**config.mk**
```make
export PLATFORM = sky130hd
export DESIGN_NAME = qcar_corr
export DESIGN_NICKNAME = d
export VERILOG_FILES = /design/src/rtl/qcar_pkg.sv /design/src/rtl/qcar_delay_line.sv /design/src/rtl/qcar_coef_rom.sv /design/src/rtl/qcar_mac_seq.sv /design/src/rtl/qcar_corr.sv
export SDC_FILE = /design/constraint.sdc
export NUM_CORES = 1
export LEC_CHECK = 0
export CAP_MARGIN = 20
export CORE_MARGIN = 2
export CORE_UTILIZATION = 34
export DETAILED_ROUTE_END_ITERATION = 6
export DONT_BUFFER_PORTS = 1
export GPL_ROUTABILITY_DRIVEN = 0
export PLACE_DENSITY = 0.58
export SYNTH_ARGS = -nofsm -noshare
export SYNTH_HDL_FRONTEND = slang
export SYNTH_SLANG_ARGS = --single-unit
```
**constraint.sdc**
```tcl
create_clock -name clk -period 19 [get_ports clk]
set_input_delay 3.8 -clock clk [delete_from_list [all_inputs] [get_ports clk]]
set_output_delay 3.8 -clock clk [all_outputs]
set_load 0.01 [all_outputs]
```
**src/rtl/qcar_pkg.sv**
```systemverilog
package qcar_pkg;

   localparam real QCAR_PI = 3.14159265358979323846;

   // Reference weight for tap k: amplitude (2^(w-1)-1) times cos or sin of
   // 2*pi*cycles*k/taps, rounded to the nearest integer.
   function automatic int qcar_ref(input int k, input int taps, input int cycles,
                                   input int coef_w, input bit quad);
      real ph;
      real amp;
      ph  = 2.0 * QCAR_PI * real'((cycles * k) % taps) / real'(taps);
      amp = real'((1 << (coef_w - 1)) - 1);
      if (quad)
         return int'(amp * $sin(ph));
      else
         return int'(amp * $cos(ph));
   endfunction

endpackage

```
**src/rtl/qcar_delay_line.sv**
```systemverilog
module qcar_delay_line #(
   parameter int DATA_W = 12,
   parameter int TAPS   = 19,
   localparam int TAP_W = $clog2(TAPS),
   localparam int FILL_W = $clog2(TAPS + 1)
) (
   input  logic                     clk,
   input  logic                     rst_n,
   input  logic                     shift_en,
   input  logic signed [DATA_W-1:0] din,
   input  logic [TAP_W-1:0]         tap_sel,
   output logic signed [DATA_W-1:0] tap_out,
   output logic                     full_on_shift
);

   logic signed [DATA_W-1:0] line [TAPS];
   logic [FILL_W-1:0]        fill_cnt;

   for (genvar g = 0; g < TAPS; g++) begin : g_stage
      if (g == 0) begin : g_head
         always_ff @(posedge clk or negedge rst_n) begin
            if (!rst_n)        line[0] <= '0;
            else if (shift_en) line[0] <= din;
         end
      end else begin : g_body
         always_ff @(posedge clk or negedge rst_n) begin
            if (!rst_n)        line[g] <= '0;
            else if (shift_en) line[g] <= line[g-1];
         end
      end
   end

   always_ff @(posedge clk or negedge rst_n) begin
      if (!rst_n)
         fill_cnt <= '0;
      else if (shift_en && fill_cnt != FILL_W'(TAPS))
         fill_cnt <= fill_cnt + 1'b1;
   end

   assign full_on_shift = (fill_cnt >= FILL_W'(TAPS - 1));
   assign tap_out       = line[tap_sel];

endmodule

```
**src/rtl/qcar_coef_rom.sv**
```systemverilog
module qcar_coef_rom #(
   parameter int TAPS   = 19,
   parameter int CYCLES = 4,
   parameter int COEF_W = 12,
   localparam int TAP_W = $clog2(TAPS)
) (
   input  logic [TAP_W-1:0]         tap_sel,
   input  logic                     quad,
   output logic signed [COEF_W-1:0] coef
);

   logic signed [COEF_W-1:0] cos_tab [TAPS];
   logic signed [COEF_W-1:0] sin_tab [TAPS];

   for (genvar g = 0; g < TAPS; g++) begin : g_ref
      localparam int CV = qcar_pkg::qcar_ref(g, TAPS, CYCLES, COEF_W, 1'b0);
      localparam int SV = qcar_pkg::qcar_ref(g, TAPS, CYCLES, COEF_W, 1'b1);
      assign cos_tab[g] = COEF_W'(CV);
      assign sin_tab[g] = COEF_W'(SV);
   end

   assign coef = quad ? sin_tab[tap_sel] : cos_tab[tap_sel];

endmodule

```
**src/rtl/qcar_mac_seq.sv**
```systemverilog
module qcar_mac_seq #(
   parameter int DATA_W = 12,
   parameter int COEF_W = 12,
   parameter int ACC_W  = 29,
   parameter int TAPS   = 19,
   localparam int TAP_W  = $clog2(TAPS),
   localparam int NSTEP  = 2 * TAPS,
   localparam int STEP_W = $clog2(NSTEP),
   localparam int PROD_W = DATA_W + COEF_W
) (
   input  logic                     clk,
   input  logic                     rst_n,
   input  logic                     start,
   input  logic signed [DATA_W-1:0] sample,
   input  logic signed [COEF_W-1:0] coef,
   output logic [TAP_W-1:0]         tap_sel,
   output logic                     quad,
   output logic                     busy,
   output logic                     last,
   output logic signed [ACC_W-1:0]  fin_i,
   output logic signed [ACC_W-1:0]  fin_q
);

   logic [STEP_W-1:0]        step;
   logic                     running;
   logic signed [ACC_W-1:0]  acc_i;
   logic signed [ACC_W-1:0]  acc_q;
   logic signed [PROD_W-1:0] p_full;
   logic signed [ACC_W-1:0]  prod;

   assign p_full  = sample * coef;
   assign prod    = {{(ACC_W - PROD_W){p_full[PROD_W-1]}}, p_full};
   assign tap_sel = step[STEP_W-1:1];
   assign quad    = step[0];
   assign busy    = running;
   assign last    = running && (step == STEP_W'(NSTEP - 1));

   // The last step is always a Q step, so I is already complete then.
   assign fin_i = acc_i;
   assign fin_q = acc_q + prod;

   always_ff @(posedge clk or negedge rst_n) begin
      if (!rst_n) begin
         running <= 1'b0;
         step    <= '0;
         acc_i   <= '0;
         acc_q   <= '0;
      end else if (start) begin
         running <= 1'b1;
         step    <= '0;
         acc_i   <= '0;
         acc_q   <= '0;
      end else if (running) begin
         step <= step + 1'b1;
         if (quad) acc_q <= acc_q + prod;
         else      acc_i <= acc_i + prod;
         if (last) running <= 1'b0;
      end
   end

endmodule

```
**src/rtl/qcar_corr.sv**
```systemverilog
module qcar_corr #(
   parameter int DATA_W = 12,
   parameter int COEF_W = 12,
   parameter int ACC_W  = 29,
   parameter int OUT_W  = 16,
   parameter int TAPS   = 19,
   parameter int CYCLES = 4
) (
   input  logic              clk,
   input  logic              rst_n,
   input  logic              smp_valid,
   input  logic [DATA_W-1:0] smp_data,
   output logic              bb_valid,
   output logic [OUT_W-1:0]  bb_i,
   output logic [OUT_W-1:0]  bb_q
);

   localparam int TAP_W = $clog2(TAPS);
   localparam int SH    = ACC_W - OUT_W;

   if (TAPS < 2) begin : g_bad_taps
      $error("qcar_corr: TAPS must be at least 2");
   end
   if (CYCLES < 1 || CYCLES >= TAPS) begin : g_bad_cycles
      $error("qcar_corr: CYCLES must lie in 1..TAPS-1");
   end
   if (ACC_W < DATA_W + COEF_W + $clog2(TAPS)) begin : g_bad_acc
      $error("qcar_corr: ACC_W too narrow for the full sum");
   end
   if (OUT_W > ACC_W) begin : g_bad_out
      $error("qcar_corr: OUT_W exceeds ACC_W");
   end

   logic                     accept;
   logic                     busy;
   logic                     last;
   logic                     quad;
   logic                     full_on_shift;
   logic                     job_primed;
   logic [TAP_W-1:0]         tap_sel;
   logic signed [DATA_W-1:0] tap_val;
   logic signed [COEF_W-1:0] coef;
   logic signed [ACC_W-1:0]  fin_i;
   logic signed [ACC_W-1:0]  fin_q;
   logic [OUT_W-1:0]         rnd_i;
   logic [OUT_W-1:0]         rnd_q;

   assign accept = smp_valid && (!busy || last);

   qcar_delay_line #(.DATA_W(DATA_W), .TAPS(TAPS)) u_line (
      .clk           (clk),
      .rst_n         (rst_n),
      .shift_en      (accept),
      .din           (smp_data),
      .tap_sel       (tap_sel),
      .tap_out       (tap_val),
      .full_on_shift (full_on_shift)
   );

   qcar_coef_rom #(.TAPS(TAPS), .CYCLES(CYCLES), .COEF_W(COEF_W)) u_rom (
      .tap_sel (tap_sel),
      .quad    (quad),
      .coef    (coef)
   );

   qcar_mac_seq #(.DATA_W(DATA_W), .COEF_W(COEF_W), .ACC_W(ACC_W), .TAPS(TAPS)) u_mac (
      .clk     (clk),
      .rst_n   (rst_n),
      .start   (accept),
      .sample  (tap_val),
      .coef    (coef),
      .tap_sel (tap_sel),
      .quad    (quad),
      .busy    (busy),
      .last    (last),
      .fin_i   (fin_i),
      .fin_q   (fin_q)
   );

   if (SH == 0) begin : g_pass
      assign rnd_i = fin_i;
      assign rnd_q = fin_q;
   end else begin : g_round
      logic signed [ACC_W-1:0] half;
      logic signed [ACC_W-1:0] sum_i;
      logic signed [ACC_W-1:0] sum_q;
      assign half  = ACC_W'(1) << (SH - 1);
      assign sum_i = fin_i + half;
      assign sum_q = fin_q + half;
      assign rnd_i = sum_i[ACC_W-1:SH];
      assign rnd_q = sum_q[ACC_W-1:SH];
   end

   always_ff @(posedge clk or negedge rst_n) begin
      if (!rst_n) begin
         job_primed <= 1'b0;
         bb_valid   <= 1'b0;
         bb_i       <= '0;
         bb_q       <= '0;
      end else begin
         if (accept) job_primed <= full_on_shift;
         bb_valid <= last && job_primed;
         if (last && job_primed) begin
            bb_i <= rnd_i;
            bb_q <= rnd_q;
         end
      end
   end

endmodule

```
# Word-level counts from Yosys, hierarchy flattened

Memory sizes are Yosys's and may differ from the RTL's.
Cells that the tools add are included.

Add/subtract/negate cells: 6
Multiply operators: 1
$lt $le $gt $ge: 2
Equal/unequal tests: 3
Muxes and demuxes: 19
Bitwise operators: 1
Reduce and logical (&&, ||, !) cells: 10

Operator list:

| cell                                                      | count |
|---|---|
| two-way mux 29 bit                                        | 6 |
| two-way mux 12 bit                                        | 7 |
| binary-select mux 12 bit (select 5 bit)                   | 1 |
| adder 29 x 14 -> 29 bit (second input constant)           | 2 |
| adder 29 x 24 -> 29 bit                                   | 2 |
| multiplier 12 x 12 -> 24 bit                              | 1 |
| two-way mux 6 bit                                         | 2 |
| adder 6 x 1 -> 6 bit (second input constant)              | 1 |
| equality test 6 bit (second input constant)               | 1 |
| greater-or-equal comparator 6 bit (second input constant) | 1 |
| NOT 5 -> 6 bit                                            | 1 |
| adder 5 x 1 -> 5 bit (second input constant)              | 1 |
| greater-or-equal comparator 5 bit (second input constant) | 1 |
| != test 5 bit (second input constant)                     | 1 |
| logical AND 1 bit                                         | 4 |
| AND reduction 2 bit                                       | 2 |
| nonzero test 2 bit                                        | 2 |
| two-way mux 1 bit                                         | 3 |
| != test 2 bit (second input constant)                     | 1 |
| logical NOT 1 bit                                         | 1 |
| logical OR 1 bit                                          | 1 |

Flip-flop bits (word level): 332
Memory bits (read-only): 768
Bits of input ports: 15
Logic and storage cells: 72
Memories kept: 2

Memories:

| memory           | words | width | read ports | clocked after Yosys merged registers in | wr ports | RTL line            | RTL |
|---|---|---|---|---|---|---|---|
| (name not given) | 32    | 12    | 1          | 0                                       | 0        | qcar_coef_rom.sv:22 | `assign coef = quad ? sin_tab[tap_sel] : cos_tab[tap_sel];` |
| (name not given) | 32    | 12    | 1          | 0                                       | 0        | qcar_coef_rom.sv:22 |  |

# Logic depth before layout (Yosys ltp)

Gate-level depths: netlist of the first run.

Depth after elaboration: 10
Gate-level depth with buffers: 44
Mapped depth without buffers: 39

# Cells and area by module

A second synthesis of the first run with hierarchy kept.

Cell total of the unflattened synthesis: 2,268
Area, all modules: 24,293.3 um^2

By module, submodules not included:

| module          | instances | cells an instance | area an instance (um^2) |
|---|---|---|---|
| qcar_mac_seq    | 1         | 1,244             | 10,830.4 |
| qcar_delay_line | 1         | 674               | 10,622.7 |
| qcar_corr       | 1         | 206               | 1,919.3 |
| qcar_coef_rom   | 1         | 144               | 920.9 |

# Least setup slack after synthesis of the first run

No wires, ideal clock.

Path kind: reg2reg
Start: register u_mac.step[1]
End: register bb_q[15]
Setup time: 0.087 ns
Arrival time: 9.993 ns
Data required time: 18.913 ns
Path slack: 8.920 ns
Cell stages (with the launch flop): 35
Cells stage by stage: dfrtp_1 buf_2 buf_1 inv_1 ha_1 clkbuf_1 mux2_2 a222oi_1 o22a_1 clkbuf_1 nand2_1 fa_1 fa_1 fa_1 inv_1 fa_1 inv_1 fa_1 inv_1 ha_1 nand4_1 a31oi_1 nor3_1 o211ai_1 a211oi_1 xnor2_1 ha_1 a21o_1 or2_2 o31ai_1 xor2_1 nor4_4 nand3_2 or4_1 o211ai_1

Cells in the longest elaborated chain, start to end: 8

RTL lines:

| what                                                   | RTL line                                   | RTL |
|---|---|---|
| start, declared                                        | qcar_mac_seq.sv:24                         | `logic [STEP_W-1:0] step;` |
| start signal, assigned                                 | qcar_mac_seq.sv:54                         | `step <= step + 1'b1;` |
| NOT 5 -> 6 bit (not written as such)                   | qcar_delay_line.sv:41, qcar_coef_rom.sv:22 |  |
| memory read (32 x 12 bit)                              | n/a                                        |  |
| two-way mux 12 bit (not written as such) (2 in series) | qcar_coef_rom.sv:22                        |  |
| two-way mux 12 bit                                     | qcar_coef_rom.sv:22                        |  |
| multiplier 12 x 12 -> 24 bit                           | qcar_mac_seq.sv:31                         | `assign p_full = sample * coef;` |
| adder 29 x 24 -> 29 bit                                | qcar_mac_seq.sv:40                         | `assign fin_q = acc_q + prod;` |
| adder 29 x 14 -> 29 bit                                | qcar_corr.sv:89                            | `assign sum_q = fin_q + half;` |
| end signal, assigned                                   | qcar_corr.sv:105                           | `bb_q <= rnd_q;` |
| end, declared                                          | qcar_corr.sv:15                            | `output logic [OUT_W-1:0] bb_q` |

Parallel ways exist; a longest one is shown, timed or not. The select of a mux whose other input is x is not followed.
A chain may end at the register's enable or synchronous reset.

# Worst setup path in the final report of the first run

Start: register u_mac.step[3]
End: register bb_q[15]

The elaborated chain is that of the path after synthesis.

==> flow_summary.yaml, run 1 <==
sta:
  rsz0062_at_grt: "no"
  fin_crit_ns: 11.34
  max_slew_margin: 0.305
  fin_worst_skew_ns: 0.0257
  fmax_mhz: 88.2
  final_max_slew_viol_count: 0
  period_share: 0.597
  hold_viol_final: 0
  hold-worst-slack_ns: 0.474
  worst_pin_slew_ns: 1.04
  fin_tns_setup_ns: 0
  finalWorstSetupSlack_ns: 7.66
  finalSetupViolations: 0
placement:
  post-place-ws_ns: 7.72
  hpwl_mm: 38.6
  portBuffers: 0
clock_tree:
  hold_buffers: 0
  cts_setup_buffers: 0
  cts_buffers: 39
  clockBufferDepth: 3
  clock_latency_ns: 0.58
  cts-htree-levels: 2
  cts_tree: "done"
  clk_pin_slew_worst_paths_ns: 0.06
  root_buffer: "clkbuf_16"
  clock-sinks: 332
  cts-resized-gates: 0
grt:
  grt_pass1_wl_mm: 94.9
  first_global_vias: 18062
  grt_max_degree: 333
  antenna_found_initial: 0
  grt_overflow: 0
  grt.total_usage: 0.155
synth:
  synth-edff-count: 0
  synth_top_cells_by_count: "nand2_1, dfrtp_1, inv_1"
  ys_types: 84
  syn_nets: 3097
  ys_ff_latch: 332
  ys_warn_count: 0
  ys.flop_type: "dfrtp_1"
  syn_inst: 2817
  synth_top_area_frac: 0.343
  post-synth-top-count-cell: "nand2_1"
  syn_area_um2: 24200
  synthTopCellsByArea: "dfrtp_1, nand2_1, fa_1"
  synth.yosys.seq_area_share: 0.343
  yosysTopAreaCell: "dfrtp_1"
  synth-async-reset-ratio: 1.00
  syn_avg_cell_area_um2: 8.60
hold_path:
  worstHoldPathType: "reg -> reg"
detailed_routing:
  drtAntennaViolNets: 0
  wirelength_mm: 56.8
  drc_errors: 0
  drt_iter0_drc: 1331
  dr.pass1.iters: 5
  vias_per_cell: 4.91
  vias: 18177
  wire_per_inst_um: 15.3
floorplanning:
  initial_core_util: 0.345
  die_y_um: 271
  dieArea_um2: 73400
  row_count: 97
  chipWidth_um: 271
  ios: 48
  coreArea_um2: 70300
critical_path:
  worst-r2r-setup-slack_ns: 7.66
  cp-end-kind: "flop"
  r2r-start: "u_mac.step[3]$_DFFE_PN0P_"
  required_ns: 19.48
  cpPeakStageDelay_ns: 0.76
  crit_slowest_cell: "clkinv_1"
  r2r-end: "bb_q[15]$_DFFE_PN0P_"
  crit_path_start_kind: "flop"
  cp.arrival_ns: 11.82
  path_max_fanout: 62
  crit_end: "bb_q[15]$_DFFE_PN0P_"
  worstRegToRegCells: 38
  crit_top_cell: "inv_1"
  startpoint: "u_mac.step[3]$_DFFE_PN0P_"
  crit_type: "reg -> reg"
finish:
  n_fill_cell: 7195
  seq_area_um2: 8320
  multiInputGateArea_um2: 14600
  antenna-diode-count: 0
  area_growth_pct: 8.55
  nNetsFinal: 3018
  drive_above_1_share: 0.0564
job:
  maxCapViolCount: 0
outcome:
  status: "complete, no violations"
-- worst max-delay path: cells and delay by family (launching register included) --
family | cells | cell delay (ns)
compound gates | 17 | 3.68
simple gates | 6 | 2.10
buf+inv | 7 | 1.81
xor+xnor | 1 | 0.26
flops | 1 | 0.34
fa+ha+maj | 7 | 3.01
-- sequential cells by signal, summed over array words and instances, names as in the netlist --
| register | flops |
|---|---|
| u_line.line | 228 |
| u_mac.acc_q | 29 |
| u_mac.fin_i | 29 |
| bb_i | 16 |
| bb_q | 16 |
| u_mac.step | 6 |
| u_line.fill_cnt | 5 |
| bb_valid | 1 |
| job_primed | 1 |
| u_mac.busy | 1 |
-- cells in the final DEF, fill, tap and decap left out, drive strengths merged, types with 8 or more instances in the layout --
cell type	instances
xnor2	70
o211ai	9
or2	8
nand2b	31
a31oi	11
fa	140
inv	223
o31ai	8
or3	8
nor2	121
a21o	38
o21a	11
nor3	30
buf	26
a21oi	130
nor2b	41
o21bai	12
nand4	8
a211oi	35
nand3	26
nand2	936
ha	125
clkbuf	59
o22ai	10
mux2i	42
mux4	39
and3	13
dfrtp	332
xor2	35
a311oi	10
and2	17
o21ai	77
-- worst min path at each step --
stage,cells past startpoint,startpoint,end
4_1_cts,2,u_line.line[9]$_DFFE_PN0P_,u_line.line[9]$_DFFE_PN0P_
5_1_grt,2,u_line.line[7]$_DFFE_PN0P_,u_line.line[7]$_DFFE_PN0P_
3_3_place_gp,2,u_line.line[7]$_DFFE_PN0P_,u_line.line[7]$_DFFE_PN0P_
3_5_place_dp,2,u_line.line[0]$_DFFE_PN0P_,u_line.line[0]$_DFFE_PN0P_
2_1_floorplan,2,u_line.line[0]$_DFFE_PN0P_,u_line.line[0]$_DFFE_PN0P_
6_report,2,u_line.line[7]$_DFFE_PN0P_,u_line.line[7]$_DFFE_PN0P_
-- logic make-up (layout without fill, tap and decap cells) --
group,after synthesis,count (layout),share of synthesized area
AO/OA/AOI/OAI,400,400,0.107
adder cells (fa/ha/maj),265,265,0.180
XOR/XNOR,106,106,0.0392
flip-flops,332,332,0.343
multiplexers,86,86,0.0559
AND/OR/NAND/NOR,1261,1261,0.217
buffers and inverters,367,314,0.0574
-- through the flow --
stage / instances / instance area (µm²) / utilization
floorplan: 2817 / 24200 / -
global placement: 3635 / 25100 / 0.357
detailed placement: 3636 / 25100 / 0.357
CTS: 3703 / 26300 / 0.374
global route: 3704 / 26300 / 0.374
finish: 3704 / 26300 / 0.374
-- area by class of cell --
type                    count  area share
multi-input cells        2118       0.553
repair buffers             26     0.00818
clock inverters             8     0.00438
inverters                 221      0.0315
clock buffers              59      0.0418
flip-flops and latches    332       0.316
well taps                 940      0.0447
-- routing by layer --
metal,GRT usage,part of all wire,up-vias
li1,-,-,9038
met1,0.223,0.49,8774
met2,0.246,0.45,273
met3,0.0213,0.038,92
met4,0.0398,0.022,0
met5,0,0,-
Power of run 1 is not shown: default switching activity piles up to over one toggle a cycle in this logic, so the estimate is an artifact.
==> inputs of run 2 (changes only) <==
- PLACE_DENSITY: 0.58 -> 0.6
- clock period: 19 -> 9.8 ns (I/O delays scaled with it)
==> run 2 against run 1 <==
Effect of this change:
- design area rose by 3.0%
- cell count up 1.8%
- die area unchanged
- non-clock buffer count is 62 higher
- critical path type unchanged
- highest routed layer unchanged
==> flow_summary.yaml, run 2 (synthesis gave the netlist of run 1 again) <==
placement:
  post-place-ws_ns: 0.258
  portBuffers: 0
  place_area_um2: 25600
  hpwl_mm: 39.7
sta:
  finalSetupViolations: 0
  fin_worst_skew_ns: 0.0258
  finalWorstSetupSlack_ns: 0.484
  fin_tns_setup_ns: 0
  fmax_mhz: 107
  hold_viol_final: 0
  period_share: 0.951
  hold-worst-slack_ns: 0.470
  final_max_slew_viol_count: 0
  fin_crit_ns: 9.32
  worst_pin_slew_ns: 1.08
  max_slew_margin: 0.277
critical_path:
  worstRegToRegCells: 34
  cp.arrival_ns: 9.82
  crit_type: "reg -> reg"
  required_ns: 10.31
  path_max_fanout: 18
  r2r-end: "bb_q[15]$_DFFE_PN0P_"
  crit_top_cell: "fa_1"
  crit_slowest_cell: "fa_1"
  cpPeakStageDelay_ns: 0.53
  crit_path_start_kind: "flop"
  cp-end-kind: "flop"
  worst-r2r-setup-slack_ns: 0.48
  r2r-start: "u_mac.step[1]$_DFFE_PN0P_"
clock_tree:
  cts-htree-levels: 2
  clockBufferDepth: 3
  hold_buffers: 0
  cts_tree: "done"
  clock-sinks: 332
  cts_buffers: 39
  clk_pin_slew_worst_paths_ns: 0.06
  root_buffer: "clkbuf_16"
  clock_latency_ns: 0.59
outcome:
  status: "complete, no violations"
hold_path:
  worstHoldPathType: "reg -> reg"
  min_from: "u_line.line[0]$_DFFE_PN0P_"
  min_delay_worst_endpoint: "u_line.line[0]$_DFFE_PN0P_"
  holdPathStages: 2
finish:
  area_growth_pct: 11.8
  n_fill_cell: 7113
  drive_above_1_share: 0.0887
  final_area_um2: 27100
  layout_common_cells: "nand2_1, dfrtp_1, inv_1, fa_1, a21oi_1"
  nNetsFinal: 3080
  largest_reg_flops: 228
  antenna-diode-count: 0
  top_register: "u_line.line"
  final_common_cell: "nand2_1"
floorplanning:
  dieArea_um2: 73400
  row_count: 97
  ios: 48
  die_y_um: 271
  initial_core_util: 0.345
  coreArea_um2: 70300
  chipWidth_um: 271
detailed_routing:
  dr.pass1.iters: 5
  drt_iter0_drc: 1278
  vias_per_cell: 4.91
  drtAntennaViolNets: 0
  drc_errors: 0
  wire_per_inst_um: 15.2
  vias: 18509
  wirelength_mm: 57.5
grt:
  grt.total_usage: 0.159
  grt_pass1_wl_mm: 96.8
  antenna_found_initial: 0
  grt_max_degree: 333
  first_global_vias: 18447
  grt_overflow: 0
job:
  maxCapViolCount: 0
-- run 2: per-stage QoR --
step,util,cells
6_report,0.386,3769
5_1_grt,0.386,3769
4_1_cts,0.384,3764
3_5_place_dp,0.364,3694
3_3_place_gp,0.364,3694
2_1_floorplan,-,2817
-- run 2: how the worst max path moves through the flow --
stage                                         start  cells after the start  slack (ns)                    to
after floorplan           u_mac.step[1]$_DFFE_PN0P_                     34        0.05  bb_q[15]$_DFFE_PN0P_
after global placement    u_mac.step[1]$_DFFE_PN0P_                     35        0.37  bb_q[15]$_DFFE_PN0P_
after detailed placement  u_mac.step[1]$_DFFE_PN0P_                     34        0.26  bb_q[15]$_DFFE_PN0P_
after CTS                 u_mac.step[1]$_DFFE_PN0P_                     35        0.27  bb_q[15]$_DFFE_PN0P_
after global routing      u_mac.step[1]$_DFFE_PN0P_                     37       -0.08  bb_q[15]$_DFFE_PN0P_
final                     u_mac.step[1]$_DFFE_PN0P_                     34        0.48  bb_q[15]$_DFFE_PN0P_
-- run 2: per-layer routing --
| layer | global-route usage | wire length, µm |
|---|---|---|
| met5 | 0 | 0 |
| met4 | 0.0446 | 1400 |
| met3 | 0.0257 | 2340 |
| met2 | 0.248 | 26100 |
| met1 | 0.227 | 27700 |
-- run 2: cell type report --
type,instances,area (µm²),area share
multi-input cells,2118,14600,0.540
clock inverters,17,201,0.00744
inverters,221,837,0.0309
clock buffers,53,1160,0.0428
flip-flops and latches,332,8320,0.307
repair buffers,88,771,0.0285
well taps,940,1180,0.0434
-- run 2: critical path: cells and delay by family (launching register included) --
kind                     cells  cell delay [ns]
buffers and inverters        6             0.58
AO/OA/AOI/OAI               11             2.11
AND/OR/NAND/NOR              7             1.61
XOR/XNOR                     1             0.30
flip-flops                   1             0.51
adder cells (fa/ha/maj)      7             3.31
multiplexers                 2             0.78
-- run 2: what timing repair did --
item | 4_1_cts | 5_1_grt
resized for setup | 0 | 18
setup buffers | 0 | 3
setup endpoints to repair | 0 | 6
Power of run 2 is left out for the same reason.
